===== src/rtl/irq_src_pkg.sv =====
package irq_src_pkg;

  typedef enum logic [1:0] {
    OP_EOI = 2'b00,
    OP_GET = 2'b01,
    OP_SET = 2'b10,
    OP_NOP = 2'b11
  } mgmt_op_e;

  localparam logic [1:0] PQ_IDLE   = 2'b00;
  localparam logic [1:0] PQ_OFF    = 2'b01;
  localparam logic [1:0] PQ_PEND   = 2'b10;
  localparam logic [1:0] PQ_QUEUED = 2'b11;

  typedef struct packed {
    logic [1:0] pq;
    logic       fire;
  } step_t;

  // Edge-type trigger: idle fires, pending queues, queued and off hold.
  function automatic step_t edge_step(input logic [1:0] pq);
    step_t r;
    case (pq)
      PQ_IDLE: r = '{pq: PQ_PEND,   fire: 1'b1};
      PQ_PEND: r = '{pq: PQ_QUEUED, fire: 1'b0};
      default: r = '{pq: pq,        fire: 1'b0};
    endcase
    return r;
  endfunction

endpackage


===== src/rtl/irq_src_cell.sv =====
module irq_src_cell
  import irq_src_pkg::*;
(
  input  logic       clk,
  input  logic       rst,
  input  logic       is_level,
  input  logic       line,
  input  logic       sel,
  input  logic       sel_trig,
  input  mgmt_op_e   op,
  input  logic [1:0] wdata,
  output logic       fire,
  output logic [1:0] rsp,
  output logic [1:0] pq
);

  logic [1:0] pq_q, pq_a, pq_n;
  logic       flag_q, flag_n;
  logic       fire_a, fire_b;
  step_t      st_line, st_sw;

  always_comb begin
    // Stage 1: line event (applied before any request, R11)
    flag_n  = line;
    pq_a    = pq_q;
    fire_a  = 1'b0;
    st_line = edge_step(pq_q);
    if (line != flag_q) begin
      if (is_level) begin
        if (line && pq_q == PQ_IDLE) begin
          pq_a   = PQ_PEND;
          fire_a = 1'b1;
        end
      end else if (line) begin
        pq_a   = st_line.pq;
        fire_a = st_line.fire;
      end
    end

    // Stage 2: register request on the post-line state
    pq_n   = pq_a;
    fire_b = 1'b0;
    rsp    = 2'b00;
    st_sw  = edge_step(pq_a);
    if (sel) begin
      if (sel_trig) begin
        if (!is_level) begin
          pq_n   = st_sw.pq;
          fire_b = st_sw.fire;
        end
      end else begin
        case (op)
          OP_EOI: begin
            if (pq_a != PQ_OFF) begin
              if (pq_a[0]) begin
                pq_n   = PQ_PEND;
                fire_b = 1'b1;
              end else if (is_level && flag_n) begin
                pq_n   = PQ_PEND;
                fire_b = 1'b1;
              end else begin
                pq_n = PQ_IDLE;
              end
            end
            rsp = {1'b0, fire_b};
          end
          OP_GET: rsp = pq_a;
          OP_SET: begin
            rsp  = pq_a;
            pq_n = is_level ? {wdata[1], 1'b0} : wdata;
          end
          default: rsp = 2'b00;
        endcase
      end
    end
    fire = fire_a | fire_b;
  end

  always_ff @(posedge clk) begin
    if (rst) begin
      pq_q   <= PQ_OFF;
      flag_q <= 1'b0;
    end else begin
      pq_q   <= pq_n;
      flag_q <= flag_n;
    end
  end

  assign pq = pq_q;

endmodule


===== src/rtl/irq_src_arb.sv =====
module irq_src_arb #(
  parameter int N = 8,
  localparam int SRC_W = $clog2(N)
) (
  input  logic             clk,
  input  logic             rst,
  input  logic [N-1:0]     fire,
  input  logic             ready,
  output logic             valid,
  output logic [SRC_W-1:0] src
);

  logic [N-1:0] pend_q, grant;

  always_comb begin
    valid = |pend_q;
    src   = '0;
    for (int i = N - 1; i >= 0; i--) begin
      if (pend_q[i]) src = SRC_W'(i);
    end
    grant = '0;
    if (valid && ready) grant[src] = 1'b1;
  end

  always_ff @(posedge clk) begin
    if (rst) pend_q <= '0;
    else     pend_q <= (pend_q & ~grant) | fire;
  end

endmodule


===== src/rtl/irq_src_state.sv =====
module irq_src_state
  import irq_src_pkg::*;
#(
  parameter int N = 8,
  localparam int SRC_W = $clog2(N)
) (
  input  logic             clk,
  input  logic             rst,
  input  logic [N-1:0]     cfg_level,
  input  logic [N-1:0]     src_line,
  input  logic             req_valid,
  input  logic [SRC_W:0]   req_addr,
  input  logic [1:0]       req_op,
  input  logic [1:0]       req_wdata,
  output logic             rsp_valid,
  output logic [1:0]       rsp_data,
  output logic             ntf_valid,
  input  logic             ntf_ready,
  output logic [SRC_W-1:0] ntf_src
);

  logic [SRC_W-1:0] req_idx;
  logic             req_trig;
  mgmt_op_e         op;
  logic [N-1:0]     fire;
  logic [1:0]       cell_rsp [N];
  logic [2*N-1:0]   pq_all;
  logic [1:0]       rsp_mux;

  assign req_idx  = req_addr[SRC_W:1];
  assign req_trig = ~req_addr[0];
  assign op       = mgmt_op_e'(req_op);

  for (genvar i = 0; i < N; i++) begin : g_src
    irq_src_cell u_cell (
      .clk      (clk),
      .rst      (rst),
      .is_level (cfg_level[i]),
      .line     (src_line[i]),
      .sel      (req_valid && (req_idx == SRC_W'(i))),
      .sel_trig (req_trig),
      .op       (op),
      .wdata    (req_wdata),
      .fire     (fire[i]),
      .rsp      (cell_rsp[i]),
      .pq       (pq_all[2*i +: 2])
    );
  end

  always_comb begin
    rsp_mux = 2'b00;
    for (int i = 0; i < N; i++) rsp_mux = rsp_mux | cell_rsp[i];
  end

  always_ff @(posedge clk) begin
    if (rst) begin
      rsp_valid <= 1'b0;
      rsp_data  <= 2'b00;
    end else begin
      rsp_valid <= req_valid;
      rsp_data  <= rsp_mux;
    end
  end

  irq_src_arb #(.N(N)) u_arb (
    .clk   (clk),
    .rst   (rst),
    .fire  (fire),
    .ready (ntf_ready),
    .valid (ntf_valid),
    .src   (ntf_src)
  );

endmodule


===== config.mk =====
export PLATFORM = sky130hd
export DESIGN_NAME = irq_src_state
export DESIGN_NICKNAME = d
export VERILOG_FILES = /design/src/rtl/irq_src_pkg.sv /design/src/rtl/irq_src_cell.sv /design/src/rtl/irq_src_arb.sv /design/src/rtl/irq_src_state.sv
export SDC_FILE = /design/constraint.sdc
export NUM_CORES = 1
export LEC_CHECK = 0
export BUFFER_PORTS_ARGS = -buffer_cell sky130_fd_sc_hd__buf_2
export CORE_MARGIN = 1.5
export CORE_UTILIZATION = 58
export CTS_CLUSTER_DIAMETER = 150
export DETAILED_ROUTE_END_ITERATION = 8
export HOLD_SLACK_MARGIN = 0.08
export PLACE_DENSITY = 0.78
export SETUP_SLACK_MARGIN = 0.4
export SYNTH_ARGS = -nofsm -noshare
export SYNTH_HDL_FRONTEND = slang
export SYNTH_SLANG_ARGS = --single-unit

===== constraint.sdc =====
create_clock -name clk -period 1.9 [get_ports clk]
set_input_delay 0.285 -clock clk [delete_from_list [all_inputs] [get_ports clk]]
set_output_delay 0.285 -clock clk [all_outputs]
set_load 0.02 [all_outputs]

### Word level (Yosys, flattened, before mapping)

Cells that the tools add are included.

| operators by class | value |
|---|---|
| magnitude comparators | 2 |
| equal/unequal tests | 41 |
| muxes and demuxes | 235 |
| bitwise logic cells | 18 |
| reduce and logical (&&, ||, !) cells | 46 |

Operators by type and width:

| operator | number |
|---|---|
| 2-bit 2-to-1 mux | 96 |
| 1-bit 2-to-1 mux | 97 |
| 3-bit case mux with 2 select lines | 16 |
| 2-bit case mux with 2 select lines | 16 |
| 2-bit == test, second input constant | 17 |
| 2-bit logical NOT | 17 |
| 1-bit logical AND | 26 |
| 3-bit 2-to-1 mux | 8 |
| 2-bit by 1-bit inequality test with 1-bit output, second input constant | 8 |
| 2-bit OR | 7 |
| 3-bit == test, second input constant | 4 |
| 8-bit bitwise AND | 1 |
| 8-bit 2-to-1 mux | 1 |
| 1-bit inequality test | 8 |
| 8-bit inverter | 1 |
| 1-bit OR | 8 |
| 8-bit OR | 1 |
| 8-bit OR reduction | 1 |
| 3-bit by 2-bit == test with 1-bit output, second input constant | 2 |
| 3-bit by 4-bit less-than comparator with 1-bit output, second input constant | 1 |
| 1-bit demux with 3-bit select | 1 |
| 3-bit by 1-bit == test with 1-bit output, second input constant | 1 |
| 3-bit by 1-bit greater-or-equal comparator with 1-bit output, second input constant | 1 |
| 3-bit logical NOT | 1 |
| other kinds (2) | 2 |

| word-level totals | value |
|---|---|
| flip-flop bits (word level) | 35 |
| bits of input ports | 28 |
| output and inout port bits | 7 |
| word-level logic and storage cells | 361 |

### Depth between registers and ports, before layout

Gate-level depths: netlist (run 1).

| depth | value |
|---|---|
| depth in word-level cells | 17 |
| gate-level depth with buffers | 9 |
| depth with buffers taken out | 7 |

### Hierarchy

From an unflattened synthesis (run 1), not the netlist that was laid out.

| second synthesis, totals | value |
|---|---|
| cell total of the unflattened synthesis | 448 |
| area total of the unflattened synthesis | 3419.5 µm² |

Modules (own cells, without submodules):

| module | instances | cells each | area each (µm²) | seq. area each (µm²) |
|---|---|---|---|---|
| irq_src_cell | 8 | 47 | 359.1 | 60.1 |
| irq_src_arb | 1 | 48 | 372.9 | 160.2 |
| irq_src_state | 1 | 24 | 173.9 | 60.1 |

### Worst setup path before layout (run 1)

OpenSTA, ideal clock, no wires.

| timing path | value |
|---|---|
| path kind | reg2reg |
| start point | reg u_arb.pend_q[0] |
| end point | reg u_arb.pend_q[6] |
| library setup time | 0.132 ns |
| data arrival time | 1.635 ns |
| required time | 1.768 ns |
| path slack | 0.132 ns |
| stages on the path, launching flop included | 6 |
| buffers on the path | 0 |
| period minus slack after synthesis | 1.768 ns |
| path through | dfxtp_1 -> or3b_1 -> or4_1 -> or3_1 -> o21ai_1 -> a31oi_1 |

| on the way | value |
|---|---|
| longest elaborated chain between the ends | 9 |
| elaborated cells between the ends (all ways) | 12 |
| classes of those cells | 2 x order compare; 4 x mux; 3 x bitwise; 3 x reduce/logical |

Ends and longest elaborated chain:

| element | line | RTL |
|---|---|---|
| from (decl) | irq_src_arb.sv:13 | `logic [N-1:0] pend_q, grant;` |
| from (signal assigned) | irq_src_arb.sv:27 | `else pend_q <= (pend_q & ~grant) \| fire;` |
| 3-bit 2-to-1 mux | irq_src_arb.sv:19 | `if (pend_q[i]) src = SRC_W'(i);` |
| 3-bit by 4-bit less-than comparator with 1-bit output (not written as such) / 3-bit by 1-bit greater-or-equal comparator with 1-bit output (equally long branches) | irq_src_arb.sv:22 | `if (valid && ready) grant[src] = 1'b1;` |
| 1-bit logical AND (not written as such) | irq_src_arb.sv:22 |  |
| 1-bit 2-to-1 mux (not written as such) | irq_src_arb.sv:22 |  |
| 1-bit demux with 3-bit select | -- |  |
| 8-bit 2-to-1 mux (*) | irq_src_arb.sv:22 |  |
| 8-bit inverter (*) | irq_src_arb.sv:27 |  |
| 8-bit bitwise AND (*) | irq_src_arb.sv:27 |  |
| 8-bit OR (*) | irq_src_arb.sv:27 |  |

Every way passes the cells marked *; elsewhere a longest branch is shown, timed or not.
A chain may end at the register's enable or synchronous reset.

### Worst setup path in the final report (run 1)

Same ends and word-level chain as after synthesis.

==> tab_implementation.tex, run 1 <==
\begin{tabular}{lr}
\hline
Metric & Value \\
\hline
\multicolumn{2}{l}{\textbf{Run status}} \\
Result of the run & complete, no violations \\
\multicolumn{2}{l}{\textbf{Route}} \\
Detailed router's first-iteration violation count & 317 \\
Ratio of routed vias to standard cells & 6.68 \\
Post-route DRC & 0 \\
DR WL/cell & 17.2 microns \\
Number of routed nets with antenna violations & 0 \\
Number of optimization iterations in the first detailed-route pass & 7 \\
Detailed-route wire length & 7730 microns \\
Total number of vias & 3008 \\
\multicolumn{2}{l}{\textbf{STA}} \\
Number of max-slew violations in the final report & 0 \\
Highest attainable clock frequency & 536 MHz \\
Actual transition at the worst max-transition pin & 609 ps \\
Count of endpoints failing setup in the final report & 0 \\
Skew final & 5.12 ps \\
Hold Fails Final Rpt & 0 \\
Fin crit share & 0.981 \\
Final Hold Slack & 250 ps \\
Relative slew slack & 0.593 \\
Clock period minus final worst setup slack & 1860 ps \\
RSZ-0062 raised after global routing & yes \\
\multicolumn{2}{l}{\textbf{Floorplanning}} \\
Initial core utilization & 0.617 \\
DIE WIDTH & 68.9 microns \\
Top Ports & 35 \\
Die area & 0.00475 sq mm \\
Floorplan Core Area & 0.00409 sq mm \\
Cell Rows & 23 \\
Die outline height & 68.9 microns \\
\multicolumn{2}{l}{\textbf{GRT}} \\
Wire length of the first global-routing pass & 11500 microns \\
Initial antenna violation count & 0 \\
Global routing usage summed across all routing layers & 0.325 \\
Overflow left after global routing & 0 \\
Largest net degree at the start of global routing & 22 \\
Via count of the first global-routing pass & 2510 \\
\multicolumn{2}{l}{\textbf{Power and ir drop}} \\
Final Power & 1.83 mW \\
Maximum VDD drop & 492 uV \\
Static power due to leakage & 1.19 nW \\
Pwr Density & 559 mW/mm\^{}2 \\
\multicolumn{2}{l}{\textbf{Final layout}} \\
Util after Layout & 0.802 \\
Synthesis-to-layout area growth & 30.1\% \\
Layout Cells excl Fill & 450 \\
Inserted Diodes & 0 \\
Share of layout cells above drive strength 1 & 0.293 \\
Final non-filler cell area & 0.00328 sq mm \\
Nets@finish & 430 \\
\multicolumn{2}{l}{\textbf{Yosys}} \\
Distinct cells, synth & 43 \\
Register area share after synthesis & 0.278 \\
Ys flop type & dfxtp\_1 \\
Syn Area/Cell & 7.22 sq um \\
Number of cells produced by synthesis & 349 \\
Mapped cell area & 0.00252 sq mm \\
Post-synth top cells & 35 x dfxtp\_1, 33 x o21ai\_0, 28 x a21oi\_1, 27 x nor2b\_1, 26 x nor2\_1 \\
Leading post-synthesis cells by cell area & dfxtp\_1 28\%, nor2b\_1 6.7\%, o21ai\_0 6.6\% \\
Yosys synthesis warning count & 0 \\
Area fraction of the dominant cell type after synthesis & 0.278 \\
Proportion of synthesized flip-flops having asynchronous set or reset & 0 \\
Number of synthesized register bits & 35 \\
Number of enable-type register cells in the synthesized netlist & 0 \\
Synth Net Count & 380 \\
Top cell type by total area after synthesis & dfxtp\_1 \\
Count leader, synth & dfxtp\_1 \\
\multicolumn{2}{l}{\textbf{Worst setup path}} \\
CP top delay family & simple AND/OR/NAND/NOR gates \\
Max stage delay cell, worst path & or4\_4 \\
Sum of buffers and inverters on the critical path & 0 \\
Required arrival time at the worst endpoint & 2070 ps \\
Largest stage delay, worst path & 440 ps \\
Peak fanout along the critical path & 3 \\
Critical setup path kind & flip-flop to flip-flop \\
Stages on worst setup path & 5 \\
Arrival @ worst endpoint & 2030 ps \\
Worst R2R Path Depth & 5 \\
Startpoint types & flip-flop \\
List of cells traversed by the critical path & or3b\_1 -> or4\_4 -> or3\_4 -> o21ai\_1 -> a31oi\_1 \\
Critical Path End Type & flip-flop \\
\multicolumn{2}{l}{\textbf{Place}} \\
Post-Place Cells & 435 \\
GP Congestion & 0.924 \\
Final HPWL DP & 5340 microns \\
Quantity of I/O buffers inserted on ports & 34 \\
Total placed instance area & 0.00283 sq mm \\
\multicolumn{2}{l}{\textbf{Clock network}} \\
Clock transition at path regs & 70 ps \\
Number of H-tree levels & 2 \\
Count of hold buffers inserted by post-cts repair & 0 \\
CTS root buffer & clkbuf\_8 \\
Inserted Clock Buffers & 5 \\
Clock latency at the later pin of the worst-skew pair & 290 ps \\
Clock Sink Count & 35 \\
Maximum clock path buffer count & 2 \\
TritonCTS clock tree & yes \\
\multicolumn{2}{l}{\textbf{Worst hold path}} \\
Type of the tightest min-delay check & input pin to flip-flop \\
Cell depth of the worst min-delay path & 2 \\
\multicolumn{2}{l}{\textbf{Job}} \\
Max-cap viol count & 0 \\
\hline
\end{tabular}
## registers in the layout, summed over array words and instances (netlist names)
register	count
rsp_valid	1
u_arb.pend_q	8
g_src.u_cell.flag_q	8
g_src.u_cell.pq	16
rsp_data	2
## metal layers
layer / global-route usage / wire, microns / vias to the layer above
met5: 0 / 0 / -
met4: 0.100 / 129 / 0
met3: 0.0666 / 769 / 16
met2: 0.523 / 3610 / 157
met1: 0.436 / 3210 / 1408
li1: - / - / 1427
## cell families after synthesis
group / Yosys count / synth area share
and+or+nand+nor: 144 / 0.318
AOI/OAI and AO/OA: 138 / 0.346
DFF: 35 / 0.278
buffers and inverters: 29 / 0.0432
adders and majority gates: 3 / 0.0149
## layout make-up
| cell class | count | area, sq um |
|---|---|---|
| timing repair buffer | 60 | 394 |
| tap | 50 | 62.6 |
| clock buffer | 6 | 82.6 |
| sequential | 35 | 741 |
| clock inverter | 2 | 35.0 |
| multi-input combinational | 285 | 1920 |
| fill | 282 | 808 |
| inverter | 12 | 45.0 |
## per-stage QoR
stage / setup slack (ps) / setup TNS (ps)
3_3_place_gp: 56.7 / 0
4_1_cts: 71.8 / 0
2_1_floorplan: 132 / 0
3_5_place_dp: 6.56 / 0
6_report: 36.1 / 0
5_1_grt: -27.5 / -27.5
## worst register-to-register path: stages, from the launching register on
cell	delay, ps
dfxtp_1	320
or3b_1	390
or4_4	440
or3_4	350
o21ai_1	150
a31oi_1	100
## timing repair
action,CTS,global route
buffers inserted,2,5
pin swaps,4,15
endpoints found under the setup margin,11,20
resized for setup,16,64
## power by group
group	leakage, nW	internal [mW]	total (mW)	switching [mW]
Clock	0.0612	0.425	0.705	0.280
Combinational	0.838	0.153	0.353	0.200
Sequential	0.291	0.748	0.775	0.0277
Total	1.19	1.33	1.83	0.508
## cells in the final DEF (no fill, tap or decap), types with 6 or more instances in the layout
cell type / n
nor2_1: 24
o211ai_1: 14
o21ai_0: 28
dfxtp_1: 17
a31oi_1: 12
buf_2: 30
nor2b_1: 23
a21oi_1: 24
nor3_1: 9
dfxtp_4: 7
a211oi_1: 8
nand2_1: 22
buf_4: 25
inv_1: 12
nand3_1: 10
o22ai_1: 6
or3_1: 7
a21boi_0: 6
dfxtp_2: 11
nor4_1: 6
clkbuf_8: 6
nand2b_1: 11
## path summary, 6_finish.rpt
kind,startpoint,to,slack [ps]
min,src_line[4],g_src[4].u_cell.flag_q,250
min reg2reg,u_arb.pend_q[7],u_arb.pend_q[7],510
max,u_arb.pend_q[0],u_arb.pend_q[6],40
max reg2reg,u_arb.pend_q[0],u_arb.pend_q[6],40
Note: power is estimated with default switching activity, not from simulation.
==> run 2, diff against run 1 <==
==> constraint.sdc (replaced) <==
create_clock -name clk -period 1.8 [get_ports clk]
set_input_delay 0.27 -clock clk [delete_from_list [all_inputs] [get_ports clk]]
set_output_delay 0.27 -clock clk [all_outputs]
set_load 0.02 [all_outputs]
==> tab_implementation.tex, run 2 (synthesis gave the netlist of run 1 again) <==
\begin{tabular}{lr}
\hline
Metric & Value \\
\hline
\multicolumn{2}{l}{\textbf{Final layout}} \\
Nets@finish & 428 \\
Most used cells in the layout excluding fill and tap cells & 31 x buf\_2, 26 x a21oi\_1, 25 x nor2b\_1 \\
Synthesis-to-layout area growth & 27.6\% \\
Util after Layout & 0.787 \\
Largest register FFs & 16 \\
Inserted Diodes & 0 \\
Leading cell type in the layout, fill and taps excluded & buf\_2 \\
Share of layout cells above drive strength 1 & 0.298 \\
Filler Cell Count & 319 \\
Layout Cells excl Fill & 446 \\
\multicolumn{2}{l}{\textbf{Worst setup path}} \\
Worst R2R Path Depth & 5 \\
Launch point of the critical path & u\_arb.pend\_q[0] \\
Endpoint of the worst-slack reg-to-reg timing path & u\_arb.pend\_q[6] \\
Critical setup path kind & flip-flop to flip-flop \\
Largest stage delay, worst path & 430 ps \\
Critical Path End Type & flip-flop \\
Max stage delay cell, worst path & or4\_4 \\
Origin of the critical flop-to-flop path & u\_arb.pend\_q[0] \\
Startpoint types & flip-flop \\
Peak fanout along the critical path & 2 \\
Required arrival time at the worst endpoint & 1970 ps \\
Arrival @ worst endpoint & 2010 ps \\
Register-to-register setup slack & -40 ps \\
Critical path endpoint & u\_arb.pend\_q[6] \\
List of cells traversed by the critical path & or3b\_4 -> or4\_4 -> or3\_4 -> o21ai\_2 -> a31oi\_1 \\
\multicolumn{2}{l}{\textbf{STA}} \\
Count of endpoints failing setup in the final report & 2 \\
Fin crit share & 1.02 \\
Clock period minus final worst setup slack & 1840 ps \\
RSZ-0062 raised after global routing & yes \\
Hold Fails Final Rpt & 0 \\
Setup TNS & -50.1 ps \\
Highest attainable clock frequency & 544 MHz \\
Smallest setup slack after layout & -37.4 ps \\
Relative slew slack & 0.645 \\
Number of max-slew violations in the final report & 0 \\
Actual transition at the worst max-transition pin & 530 ps \\
Skew final & 2.60 ps \\
\multicolumn{2}{l}{\textbf{Power and ir drop}} \\
Final Power & 1.73 mW \\
Maximum VDD drop & 330 uV \\
Pwr Density & 538 mW/mm\^{}2 \\
Static power due to leakage & 1.16 nW \\
\multicolumn{2}{l}{\textbf{Clock network}} \\
Clock transition at path regs & 70 ps \\
TritonCTS clock tree & yes \\
Maximum clock path buffer count & 2 \\
Clock Sink Count & 35 \\
Clock latency at the later pin of the worst-skew pair & 290 ps \\
CTS root buffer & clkbuf\_8 \\
Number of H-tree levels & 2 \\
Inserted Clock Buffers & 5 \\
\multicolumn{2}{l}{\textbf{GRT}} \\
Overflow left after global routing & 0 \\
Initial antenna violation count & 0 \\
Wire length of the first global-routing pass & 11600 microns \\
Global routing usage summed across all routing layers & 0.330 \\
Largest net degree at the start of global routing & 22 \\
Via count of the first global-routing pass & 2546 \\
\multicolumn{2}{l}{\textbf{Place}} \\
Quantity of I/O buffers inserted on ports & 34 \\
Post-Place Cells & 432 \\
Post-Place Setup Slack & -84.3 ps \\
GP Congestion & 0.960 \\
Final HPWL DP & 5270 microns \\
\multicolumn{2}{l}{\textbf{Floorplanning}} \\
Die area & 0.00475 sq mm \\
Top Ports & 35 \\
Initial core utilization & 0.617 \\
Cell Rows & 23 \\
DIE WIDTH & 68.9 microns \\
Floorplan Core Area & 0.00409 sq mm \\
Die outline height & 68.9 microns \\
\multicolumn{2}{l}{\textbf{Job}} \\
Max-cap viol count & 0 \\
\multicolumn{2}{l}{\textbf{Route}} \\
Number of optimization iterations in the first detailed-route pass & 5 \\
Ratio of routed vias to standard cells & 6.55 \\
Post-route DRC & 0 \\
Total number of vias & 2921 \\
DR WL/cell & 17.0 microns \\
Number of routed nets with antenna violations & 0 \\
Detailed router's first-iteration violation count & 430 \\
Detailed-route wire length & 7590 microns \\
\multicolumn{2}{l}{\textbf{Run status}} \\
Violated checks & negative setup slack \\
Result of the run & finished, violations left \\
\multicolumn{2}{l}{\textbf{Worst hold path}} \\
Type of the tightest min-delay check & input pin to flip-flop \\
\hline
\end{tabular}
## run 2: cell count changes in the layout (fill, tap and decap cells not counted), sizes merged
| cell | change |
|---|---|
| bufinv | -1 |
| buf | -3 |
| clkbuf | +1 |
| clkinv | -1 |
## run 2: area by class of cell
cell class                 instances  area (sq um)  share of cell area
inverter                          12          65.1              0.0202
sequential                        35           731               0.227
timing repair buffer              58           369               0.115
tap                               50          62.6              0.0195
multi-input combinational        285          1910               0.596
clock buffer                       6          72.6              0.0226
## run 2: worst min path at each step
| stage | startpoint | endpoint | depth (start not counted) |
|---|---|---|---|
| floorplan | src_line[0] | g_src[0].u_cell.flag_q | 1 |
| finish | src_line[0] | g_src[0].u_cell.flag_q | 2 |
| CTS | src_line[4] | g_src[4].u_cell.flag_q | 2 |
| global placement | u_arb.pend_q[6] | u_arb.pend_q[6] | 2 |
| detailed placement | src_line[1] | g_src[1].u_cell.flag_q | 2 |
| global route | src_line[0] | g_src[0].u_cell.flag_q | 2 |
## run 2: through the flow
step | cell area [sq um] | hold WS [ps]
after floorplan | 2580 | 398
after global placement | 2850 | 509
after detailed placement | 2850 | 534
after CTS | 3100 | 239
after global routing | 3210 | 252
final | 3210 | 242
## run 2: critical path: cells and delay by family (launching register included)
kind / cells / cell delay (ps)
and+or+nand+nor: 3 / 1170
AOI/OAI and AO/OA: 2 / 230
DFF: 1 / 320
## run 2: what timing repair did
action,CTS,global route
pin swaps,11,11
setup buffers,5,3
hold buffers,0,0
setup endpoints to repair,13,23
resized for setup,39,38
## run 2: power by group
part	leakage [nW]	switching [mW]	internal, mW
clock	0.0371	0.277	0.258
sequential	0.288	0.0272	0.794
combinational	0.832	0.211	0.163
## run 2: layer usage
layer / global-route usage / vias to the layer above / part of all wire
met5: 0 / - / 0
met4: 0.132 / 0 / 0.021
met3: 0.0552 / 16 / 0.078
met2: 0.542 / 137 / 0.46
met1: 0.429 / 1350 / 0.44
li1: - / 1418 / -
